**src/rtl/pwm_regfile_pkg.sv**
```systemverilog
package pwm_regfile_pkg;

  // global register offsets (byte addresses)
  localparam int unsigned GOFS_START  = 32'h004;
  localparam int unsigned GOFS_STOP   = 32'h008;
  localparam int unsigned GOFS_STATUS = 32'h00C;
  localparam int unsigned GOFS_EVENT  = 32'h01C;

  // channel window geometry
  localparam int unsigned WIN_BASE    = 32'h200;
  localparam int unsigned WIN_SHIFT   = 5;
  localparam int unsigned WIN_STRIDE  = 32'h1 << WIN_SHIFT;

  // offsets inside one channel window
  localparam int unsigned WOFS_MODE     = 32'h00;
  localparam int unsigned WOFS_DUTY     = 32'h04;
  localparam int unsigned WOFS_DUTY_NXT = 32'h08;
  localparam int unsigned WOFS_PER      = 32'h0C;
  localparam int unsigned WOFS_PER_NXT  = 32'h10;

  // mode register fields
  localparam int unsigned PRE_W   = 4;
  localparam int unsigned INV_BIT = 9;

  typedef enum logic [2:0] {
    RK_NONE,
    RK_MODE,
    RK_DUTY,
    RK_DUTY_NXT,
    RK_PER,
    RK_PER_NXT
  } reg_kind_e;

endpackage

```
**src/rtl/pwm_addr_decode.sv**
```systemverilog
module pwm_addr_decode
  import pwm_regfile_pkg::*;
#(
  parameter int AW  = 10,
  parameter int NCH = 4,
  parameter int CIW = 2
) (
  input  logic [AW-1:0]  addr,
  output logic           sel_start,
  output logic           sel_stop,
  output logic           sel_status,
  output logic           sel_event,
  output logic           win_hit,
  output logic [CIW-1:0] win_idx,
  output reg_kind_e      win_kind
);

  localparam int unsigned WIN_END = WIN_BASE + NCH * WIN_STRIDE;

  logic [31:0] a32;
  logic [31:0] rel;
  logic [31:0] wofs;

  assign a32  = 32'(addr);
  assign rel  = a32 - WIN_BASE;
  assign wofs = rel & (WIN_STRIDE - 1);

  always_comb begin
    sel_start  = 1'b0;
    sel_stop   = 1'b0;
    sel_status = 1'b0;
    sel_event  = 1'b0;
    win_hit    = 1'b0;
    win_idx    = '0;
    win_kind   = RK_NONE;
    if (a32 < WIN_BASE) begin
      sel_start  = (a32 == GOFS_START);
      sel_stop   = (a32 == GOFS_STOP);
      sel_status = (a32 == GOFS_STATUS);
      sel_event  = (a32 == GOFS_EVENT);
    end else if (a32 < WIN_END) begin
      win_idx = CIW'(rel >> WIN_SHIFT);
      case (wofs)
        WOFS_MODE:     win_kind = RK_MODE;
        WOFS_DUTY:     win_kind = RK_DUTY;
        WOFS_DUTY_NXT: win_kind = RK_DUTY_NXT;
        WOFS_PER:      win_kind = RK_PER;
        WOFS_PER_NXT:  win_kind = RK_PER_NXT;
        default:       win_kind = RK_NONE;
      endcase
      win_hit = (win_kind != RK_NONE);
    end
  end

endmodule

```
**src/rtl/pwm_run_ctl.sv**
```systemverilog
module pwm_run_ctl #(
  parameter int NCH = 4
) (
  input  logic           clk,
  input  logic           rst,
  input  logic           start_wr,
  input  logic           stop_wr,
  input  logic [NCH-1:0] wmask,
  input  logic [NCH-1:0] tick,
  input  logic           event_rd,
  output logic [NCH-1:0] run,
  output logic [NCH-1:0] start_pulse,
  output logic [NCH-1:0] event_bits
);

  logic [NCH-1:0] stop_req;
  logic [NCH-1:0] set_mask;
  logic [NCH-1:0] clr_mask;
  logic [NCH-1:0] stop_now;

  assign set_mask = start_wr ? wmask : '0;
  assign clr_mask = stop_wr  ? wmask : '0;
  assign stop_now = stop_req & tick;

  always_ff @(posedge clk) begin
    if (rst) begin
      run         <= '0;
      stop_req    <= '0;
      start_pulse <= '0;
      event_bits  <= '0;
    end else begin
      run         <= (run & ~stop_now) | set_mask;
      stop_req    <= ((stop_req & ~tick) | (clr_mask & run)) & ~set_mask;
      start_pulse <= set_mask & ~run;
      event_bits  <= (event_rd ? '0 : event_bits) | tick;
    end
  end

endmodule

```
**src/rtl/pwm_chan_regs.sv**
```systemverilog
module pwm_chan_regs
  import pwm_regfile_pkg::*;
#(
  parameter int DW = 16
) (
  input  logic             clk,
  input  logic             rst,
  input  logic             wr,
  input  reg_kind_e        kind,
  input  logic [31:0]      wdata,
  input  logic             tick,
  output logic [PRE_W-1:0] prescale,
  output logic             invert,
  output logic [DW-1:0]    duty,
  output logic [DW-1:0]    period,
  output logic [31:0]      rd_word
);

  logic [DW-1:0] duty_nxt;
  logic [DW-1:0] per_nxt;
  logic          duty_pend;
  logic          per_pend;

  always_ff @(posedge clk) begin
    if (rst) begin
      prescale  <= '0;
      invert    <= 1'b0;
      duty      <= '0;
      period    <= '0;
      duty_nxt  <= '0;
      per_nxt   <= '0;
      duty_pend <= 1'b0;
      per_pend  <= 1'b0;
    end else begin
      if (tick && duty_pend) begin
        duty      <= duty_nxt;
        duty_pend <= 1'b0;
      end
      if (tick && per_pend) begin
        period   <= per_nxt;
        per_pend <= 1'b0;
      end
      if (wr) begin
        case (kind)
          RK_MODE: begin
            prescale <= wdata[PRE_W-1:0];
            invert   <= wdata[INV_BIT];
          end
          RK_DUTY:     duty   <= wdata[DW-1:0];
          RK_PER:      period <= wdata[DW-1:0];
          RK_DUTY_NXT: begin
            duty_nxt  <= wdata[DW-1:0];
            duty_pend <= 1'b1;
          end
          RK_PER_NXT: begin
            per_nxt  <= wdata[DW-1:0];
            per_pend <= 1'b1;
          end
          default: ;
        endcase
      end
    end
  end

  always_comb begin
    rd_word = '0;
    case (kind)
      RK_MODE: begin
        rd_word[PRE_W-1:0] = prescale;
        rd_word[INV_BIT]   = invert;
      end
      RK_DUTY:     rd_word = 32'(duty);
      RK_DUTY_NXT: rd_word = 32'(duty_nxt);
      RK_PER:      rd_word = 32'(period);
      RK_PER_NXT:  rd_word = 32'(per_nxt);
      default:     rd_word = '0;
    endcase
  end

endmodule

```
**src/rtl/pwm_regfile.sv**
```systemverilog
module pwm_regfile
  import pwm_regfile_pkg::*;
#(
  parameter int AW  = 10,
  parameter int NCH = 4,
  parameter int DW  = 16
) (
  input  logic                 clk,
  input  logic                 rst,
  input  logic                 wr_en,
  input  logic                 rd_en,
  input  logic [AW-1:0]        addr,
  input  logic [31:0]          wdata,
  output logic [31:0]          rdata,
  input  logic [NCH-1:0]       period_start,
  output logic [NCH-1:0]       ch_run,
  output logic [NCH-1:0]       ch_start,
  output logic [NCH*PRE_W-1:0] ch_prescale,
  output logic [NCH-1:0]       ch_invert,
  output logic [NCH*DW-1:0]    ch_duty,
  output logic [NCH*DW-1:0]    ch_period
);

  localparam int CIW = (NCH > 1) ? $clog2(NCH) : 1;

  logic           sel_start, sel_stop, sel_status, sel_event;
  logic           win_hit;
  logic [CIW-1:0] win_idx;
  reg_kind_e      win_kind;
  logic [NCH-1:0] event_bits;
  logic [31:0]    ch_word [NCH];
  logic [31:0]    rd_mux;

  pwm_addr_decode #(.AW(AW), .NCH(NCH), .CIW(CIW)) u_dec (
    .addr       (addr),
    .sel_start  (sel_start),
    .sel_stop   (sel_stop),
    .sel_status (sel_status),
    .sel_event  (sel_event),
    .win_hit    (win_hit),
    .win_idx    (win_idx),
    .win_kind   (win_kind)
  );

  pwm_run_ctl #(.NCH(NCH)) u_run (
    .clk         (clk),
    .rst         (rst),
    .start_wr    (wr_en && sel_start),
    .stop_wr     (wr_en && sel_stop),
    .wmask       (wdata[NCH-1:0]),
    .tick        (period_start),
    .event_rd    (rd_en && sel_event),
    .run         (ch_run),
    .start_pulse (ch_start),
    .event_bits  (event_bits)
  );

  for (genvar g = 0; g < NCH; g++) begin : g_ch
    pwm_chan_regs #(.DW(DW)) u_ch (
      .clk      (clk),
      .rst      (rst),
      .wr       (wr_en && win_hit && (win_idx == CIW'(g))),
      .kind     (win_kind),
      .wdata    (wdata),
      .tick     (period_start[g]),
      .prescale (ch_prescale[g*PRE_W +: PRE_W]),
      .invert   (ch_invert[g]),
      .duty     (ch_duty[g*DW +: DW]),
      .period   (ch_period[g*DW +: DW]),
      .rd_word  (ch_word[g])
    );
  end

  always_comb begin
    rd_mux = '0;
    if (sel_status)   rd_mux = 32'(ch_run);
    else if (sel_event) rd_mux = 32'(event_bits);
    else if (win_hit) rd_mux = ch_word[win_idx];
  end

  always_ff @(posedge clk) begin
    if (rst) rdata <= '0;
    else     rdata <= rd_en ? rd_mux : '0;
  end

endmodule

```
**config.mk**
```make
export PLATFORM = sky130hd
export DESIGN_NAME = pwm_regfile
export DESIGN_NICKNAME = d
export VERILOG_FILES = /design/src/rtl/pwm_regfile_pkg.sv /design/src/rtl/pwm_addr_decode.sv /design/src/rtl/pwm_run_ctl.sv /design/src/rtl/pwm_chan_regs.sv /design/src/rtl/pwm_regfile.sv
export SDC_FILE = /design/constraint.sdc
export NUM_CORES = 1
export LEC_CHECK = 0
export ABC_AREA = 1
export BUFFER_PORTS_ARGS = -buffer_cell sky130_fd_sc_hd__clkbuf_2
export CORE_MARGIN = 2
export CORE_UTILIZATION = 60
export CTS_BUF_LIST = sky130_fd_sc_hd__clkbuf_4 sky130_fd_sc_hd__clkbuf_8
export DETAILED_ROUTE_END_ITERATION = 8
export GPL_TIMING_DRIVEN = 0
export PLACE_DENSITY_LB_ADDON = 0.15
export RECOVER_POWER = 25
export REMOVE_ABC_BUFFERS = 1
export SLEW_MARGIN = 15
export SYNTH_ARGS = -nofsm -noshare
export SYNTH_HDL_FRONTEND = slang
export SYNTH_SLANG_ARGS = --single-unit
```
**constraint.sdc**
```tcl
create_clock -name clk -period 5.4 [get_ports clk]
set_input_delay 0.54 -clock clk [delete_from_list [all_inputs] [get_ports clk]]
set_output_delay 0.54 -clock clk [all_outputs]
set_load 0.03 [all_outputs]
```
Word-level counts from Yosys, hierarchy flattened
Cells that the tools add are included.
{"block": "word_totals", "elab_cells": 193, "in_bits": 50, "ff_bits": 332, "output_inout_bits": 188}
{"block": "op_classes", "muxes": 86, "order_cmp": 3, "addsub": 1, "n_bitwise": 16, "n_eq_ne": 16, "n_reduce_logical": 33}
{"operator": "two-way mux 16 bit", "n": 24}
{"operator": "case mux 6 bit (4 select lines)", "n": 4}
{"operator": "case mux 4 bit (5 select lines)", "n": 4}
{"operator": "case mux 5 bit (4 select lines)", "n": 4}
{"operator": "binary-select mux 32 bit (select 2 bit)", "n": 1}
{"operator": "two-way mux 32 bit", "n": 2}
{"operator": "logical NOT 32 bit", "n": 1}
{"operator": "two-way mux 1 bit", "n": 30}
{"operator": "bitwise AND 4 bit", "n": 6}
{"operator": "two-way mux 4 bit", "n": 6}
{"operator": "AND reduction 2 bit", "n": 12}
{"operator": "== test 10 x 4 -> 1 bit (second input constant)", "n": 2}
{"operator": "< comparator 10 bit (second input constant)", "n": 2}
{"operator": "case mux 1 bit (5 select lines)", "n": 4}
{"operator": "logical AND 1 bit", "n": 16}
{"operator": "inverter 4 bit", "n": 4}
{"operator": "case mux 3 bit (5 select lines)", "n": 1}
{"operator": "two-way mux 3 bit", "n": 4}
{"operator": "OR 4 bit", "n": 3}
{"operator": "== test 10 x 3 -> 1 bit (second input constant)", "n": 1}
{"operator": "== test 10 x 5 -> 1 bit (second input constant)", "n": 1}
{"operator": "== test 5 x 4 -> 1 bit (second input constant)", "n": 2}
{"operator": "subtractor 7 x 1 -> 7 bit (second input constant)", "n": 1}
{"operator": "== test 3 x 2 -> 1 bit (second input constant)", "n": 2}
{"operator": "14 further kinds", "n": 18}

Longest topological paths before layout
{"block": "depth", "ltp_word": 15, "depth_mapped": 18, "depth_no_buf": 16}

Hierarchy
Synthesis repeated with hierarchy kept, for this count alone.
{"block": "unflattened", "cells_unflattened": 3181, "area_unflattened_um2": 19227.2}
{"mod": "pwm_chan_regs (g_ch[0].u_ch ...)", "seq_area_each_um2": 1421.4, "cells_per_inst": 674, "area_per_inst_um2": 4096.4, "instances": 2}
{"mod": "pwm_chan_regs (g_ch[3].u_ch)", "seq_area_each_um2": 1421.4, "cells_per_inst": 698, "area_per_inst_um2": 4145.2, "instances": 1}
{"mod": "pwm_chan_regs (g_ch[2].u_ch)", "seq_area_each_um2": 1421.4, "cells_per_inst": 698, "area_per_inst_um2": 4144.0, "instances": 1}
{"mod": "pwm_regfile", "seq_area_each_um2": 640.6, "cells_per_inst": 325, "area_per_inst_um2": 1999.4, "instances": 1}
{"mod": "pwm_run_ctl", "seq_area_each_um2": 320.3, "cells_per_inst": 67, "area_per_inst_um2": 554.3, "instances": 1}
{"mod": "pwm_addr_decode", "seq_area_each_um2": 0.0, "cells_per_inst": 45, "area_per_inst_um2": 191.4, "instances": 1}

Least setup slack after synthesis
Ideal clock, no wire load.
{"block": "synth_timing", "path_kind": "input to register", "start": "input port addr[1]", "end": "register rdata[9]", "setup_time_ps": 112, "t_arrival_ps": 1993, "setup_slack_ps": 3294, "path_buffers": 2, "cell_stages": 14, "required_ps": 5288, "path_cell_list": "nor2_4 -> nand2_1 -> nand2_2 -> nand4_1 -> buf_4 -> nand2_4 -> inv_4 -> buf_4 -> nand2_1 -> o21ai_0 -> nor3_1 -> nor2_1 -> nor2_1 -> nor2_1"}
{"block": "synth_via", "elab_chain_cells": 12, "elab_cells_between_ends": 37, "cone_classes": "add/sub (1); order compare (2); eq/ne (11); mux (18); bitwise (2); reduce/logical (3)"}
{"item": "from (decl)", "line_no": "pwm_regfile.sv:12", "source": "input logic [AW-1:0] addr,"}
{"item": "subtractor 7 x 1 -> 7 bit", "line_no": "pwm_addr_decode.sv:25", "source": "assign rel = a32 - WIN_BASE;"}
{"item": "logical NOT 32 bit (tied with other cells)", "line_no": "pwm_addr_decode.sv:43", "source": "case (wofs)"}
{"item": "case mux 3 bit (5 select lines)", "line_no": "pwm_addr_decode.sv:43"}
{"item": "two-way mux 3 bit", "line_no": "pwm_addr_decode.sv:41", "source": "end else if (a32 < WIN_END) begin"}
{"item": "two-way mux 3 bit", "line_no": "pwm_addr_decode.sv:36", "source": "if (a32 < WIN_BASE) begin"}
{"item": "two-way mux 3 bit", "line_no": "pwm_addr_decode.sv:41"}
{"item": "two-way mux 3 bit", "line_no": "pwm_addr_decode.sv:36"}
{"item": "== test 3 bit (tied with other cells)", "line_no": "pwm_chan_regs.sv:67", "source": "case (kind)"}
{"item": "case mux 1 bit (5 select lines)", "line_no": "pwm_chan_regs.sv:67"}
{"item": "binary-select mux 32 bit (select 2 bit)", "line_no": "pwm_regfile.sv:78", "source": "else if (win_hit) rd_mux = ch_word[win_idx];"}
{"item": "two-way mux 32 bit (not written as such) (2 in a row)", "line_no": "pwm_regfile.sv:78"}
{"item": "to (signal assigned)", "line_no": "pwm_regfile.sv:83", "source": "else rdata <= rd_en ? rd_mux : '0;"}
{"item": "to (decl)", "line_no": "pwm_regfile.sv:14", "source": "output logic [31:0] rdata,"}
Parallel ways exist; a longest one is shown, timed or not. The select of a mux whose other input is x is not followed.
A chain may end at the register's enable or synchronous reset.

Worst setup path after layout
{"block": "layout_timing", "start": "input port addr[1]", "end": "register rdata[2]"}
{"block": "layout_via", "elab_chain_cells": 15, "elab_cells_between_ends": 38, "cone_classes": "add/sub (1); order compare (2); eq/ne (11); mux (21); bitwise (1); reduce/logical (2)"}
{"item": "subtractor 7 x 1 -> 7 bit", "line_no": "pwm_addr_decode.sv:25"}
{"item": "logical NOT 32 bit (tied with other cells)", "line_no": "pwm_addr_decode.sv:43"}
{"item": "case mux 3 bit (5 select lines)", "line_no": "pwm_addr_decode.sv:43"}
{"item": "two-way mux 3 bit", "line_no": "pwm_addr_decode.sv:41"}
{"item": "two-way mux 3 bit", "line_no": "pwm_addr_decode.sv:36"}
{"item": "two-way mux 3 bit", "line_no": "pwm_addr_decode.sv:41"}
{"item": "two-way mux 3 bit", "line_no": "pwm_addr_decode.sv:36"}
{"item": "== test 3 bit (tied with other cells)", "line_no": "pwm_chan_regs.sv:67"}
{"item": "case mux 4 bit (5 select lines)", "line_no": "pwm_chan_regs.sv:67"}
{"item": "binary-select mux 32 bit (select 2 bit)", "line_no": "pwm_regfile.sv:78"}
{"item": "two-way mux 32 bit (not written as such) (2 in a row)", "line_no": "pwm_regfile.sv:78"}
{"item": "two-way mux 4 bit", "line_no": "pwm_regfile.sv:78"}
{"item": "two-way mux 4 bit", "line_no": "pwm_regfile.sv:77", "source": "else if (sel_event) rd_mux = 32'(event_bits);"}
{"item": "two-way mux 4 bit *", "line_no": "pwm_regfile.sv:76", "source": "if (sel_status) rd_mux = 32'(ch_run);"}
Mark *: on every way between the ends. The rest lies on a longest branch, timed or not. The select of a mux whose other input is x is not followed.

==> results.ini <==
[status]
status=completed

[worst_setup_path]
path_delay_family=simple AND/OR/NAND/NOR gates
crit_arrival_ns=4.36
crit_chain=clkbuf_2 -> nor2_1 -> nand2_1 -> nand2_2 -> nand4_1 -> buf_6 -> nand2_2 -> inv_2 -> nand2_1 -> nand2_1 -> nor2_1 -> nor2_1 -> nor2_1 -> nand3_1 -> nand2_1 -> inv_1
crit_path_max_incr_delay_ns=0.62
cp.required_ns=5.86
crit_path_start_kind=primary input
reg2reg_depth=4
crit_type=in -> reg
rrSetupSlack_ns=3.42
cp_max_fo=40
slowest_stage=inv_2
r2r_start=g_ch[0].u_ch.per_pend$_SDFF_PP0_
cp-end-kind=register
path_buf_inv=4
reg2reg_to=g_ch[0].u_ch.period[2]$_SDFF_PP0_

[sta]
worst_pin_slew_ns=1.18
timing.fmax_mhz=256
rsz0062_at_grt=no
finalHoldViolations=0
slew_headroom=0.212
fin_crit_sh=0.722
period_needed_ns=3.90
setup_violations=0
fin_skew_ns=0.0301
slew_violations=0

[cts]
clockBufferDepth=3
clock-sinks=316
cts_max_level=2
cts_root_buf=clkbuf_8
clkTransAtPathRegs_ns=0.06
postCtsHoldBufs=0
clk_latency_ns=0.58
cts_setup_buffers=0
post_cts_resized=0
tritoncts=done
cts_buffers=52

[layout]
fin_util=0.695
stdcell_area_sq_um=16400
nets=2149
synthToLayoutAreaGrowth_pct=13.0
num_antenna_cells=0
layout.cells.non_filler=2454
drive_above_1_share=0.133

[yosys]
synthXorXnorAreaFrac=0
synth_fa_ha_area_frac=0
ys_types=36
ys_seq_area_frac=0.437
synth.area.mux_share=0.0335
synth_area_per_cell_sq_um=7.28
synth_compound_area_frac=0.278
yosysWarnings=0
netlist_instances=1987
ys_ff_latch=316
syn_area_sq_um=14500
synthSimpleGateAreaFrac=0.153
synth_top_family_by_area=compound AO/OA/AOI/OAI gates

[routing]
vias=14600
via_per_inst=5.96
ant_nets=0
drt-initial-drc-count=1668
drc=0
wl_met3_um=4620
met1Wirelength_um=18500
wl_um=44900
avgRoutedWirePerCell_um=18.3
top_layer=met4
first_pass_iters=5
wl_met2_um=20400

[die]
fp.dieH_um=159
ios=238
std_cell_rows=56
initial_utilization=0.615
core-area_sq_um=23500
die_w_um=159
dieArea_sq_um=25400

[placement]
gp_congestion=0.947
dpl.hpwl_um=28300
placed_cells=2363
port_buffers=205
dpl_cell_area_sq_um=15300

[min_path]
hp-start=wdata[11]
hold_depth=3
hold_class=in -> reg
hold-path-endpoint=g_ch[3].u_ch.per_nxt[11]$_SDFFE_PP0P_

[job]
maxCapViolations=0

[global_routing]
grt_antenna_before_repair=0
grt_max_degree=104
grt_util_all_layers=0.338
grt_overflow=0
grt_pass1_wl_um=69400
grt_pass1_vias=13100

[pwr]
vdd_ir_drop_max_v=0.000231
p_per_area_nw_per_um2=289
total_power_mw=4.73
p_leak_nw=6.27

metrics by stage:
step / hold WS, ns / setup TNS, ns / setup slack (ns)
finish: 0.261 / 0 / 1.50
global placement: 0.449 / -599.84 / -3.34
CTS: 0.239 / 0 / 1.32
detailed placement: 0.456 / 0 / 0.716
global route: 0.279 / 0 / 1.32
floorplan: 0.434 / 0 / 0.938
cell families (layout without fill, tap and decap cells):
logic type             Yosys count  after routing
other                            1             16
buffers and inverters          332            465
AND/OR/NAND/NOR                515            515
flip-flops                     316            316
AO/OA/AOI/OAI                  780            780
multiplexers                    43             43
state kept, by name, summed over array words and instances, names as in the netlist:
name and cells:
g_ch.u_ch.period 64, u_run.run 4, g_ch.u_ch.duty_pend 4, rdata 16, g_ch.u_ch.duty_nxt 64, u_run.start_pulse 4
u_run.stop_req 4, g_ch.u_ch.duty 64, g_ch.u_ch.prescale 16, g_ch.u_ch.per_nxt 64, u_run.event_bits 4, g_ch.u_ch.invert 4
g_ch.u_ch.per_pend 4
worst register-to-register path: stages (launching register included):
cell     delay, ns
dfxtp_1       0.32
nand2_1       0.86
mux2_2        0.43
o21ai_0       0.17
a21oi_1       0.06
power by group:
part	total, mW	leakage [nW]	internal (mW)	switching (mW)
logic	0.164	3.13	0.0310	0.133
clock network	2.23	0.595	1.28	0.951
registers	2.34	2.54	2.33	0.00116
cell type report:
class                           count  area, sq um
Clock buffer                       86         1060
Clock inverter                      4         45.0
Fill cell                        2089         7190
Inverter                          160          608
Multi-Input combinational cell   1354         6840
Sequential cell                   316         6330
Tap cell                          319          399
Timing Repair Buffer              215         1070
worst max-delay path by stage:
stage,cells past startpoint,end,startpoint,slack (ns)
after floorplan,5,rdata[11]$_SDFF_PP0_,rst,0.94
after global placement,6,rdata[12]$_SDFF_PP0_,rst,-3.34
after detailed placement,15,rdata[2]$_SDFF_PP0_,addr[1],0.72
after CTS,15,rdata[2]$_SDFF_PP0_,addr[1],1.32
after global routing,16,rdata[1]$_SDFF_PP0_,addr[1],1.32
final,16,rdata[2]$_SDFF_PP0_,addr[1],1.50
synth_stat cells:
cell type	count	share of area
clkbuf_1	90	0.023
conb_1	1	0.00026
nand3_2	2	0.0014
clkinv_1	2	0.00052
or3_1	1	0.00043
inv_1	147	0.038
buf_2	50	0.017
clkbuf_2	3	0.0010
nor2_2	16	0.0069
nand3_1	61	0.021
dfxtp_1	316	0.44
nor2_4	10	0.0078
nor2_1	130	0.034
nor3_1	10	0.0035
o32ai_1	1	0.00061
o21ai_1	4	0.0014
inv_4	1	0.00043
a21oi_1	339	0.12
nand2_4	1	0.00078
buf_1	4	0.0010
a22oi_1	13	0.0067
a211oi_1	21	0.011
nand4_1	11	0.0048
o21a_1	6	0.0031
mux2_2	43	0.033
nand2_1	261	0.068
nand3b_1	1	0.00052
inv_2	10	0.0026
o21ai_0	386	0.13
and2_1	5	0.0022
o22ai_1	6	0.0026
nand2_2	3	0.0013
buf_4	25	0.013
o2111ai_1	2	0.0012
and3_1	3	0.0013
o211ai_1	2	0.0010
cells in the final DEF (no fill, tap or decap), drive strengths merged, types with 16 or more instances in the layout:
cell type	netlist	final
a211oi	21	21
a21oi	339	339
clkbuf	93	291
conb	1	16
dfxtp	316	316
inv	158	158
mux2	43	43
nand2	265	265
nand3	63	63
nor2	156	156
o21ai	390	390
layer usage:
metal	GRT usage	up-vias
met5	0	-
met1	0.456	6790
met3	0.0703	125
li1	-	6906
met2	0.540	799
met4	0.119	0
Note: power is estimated with default switching activity, not from simulation.
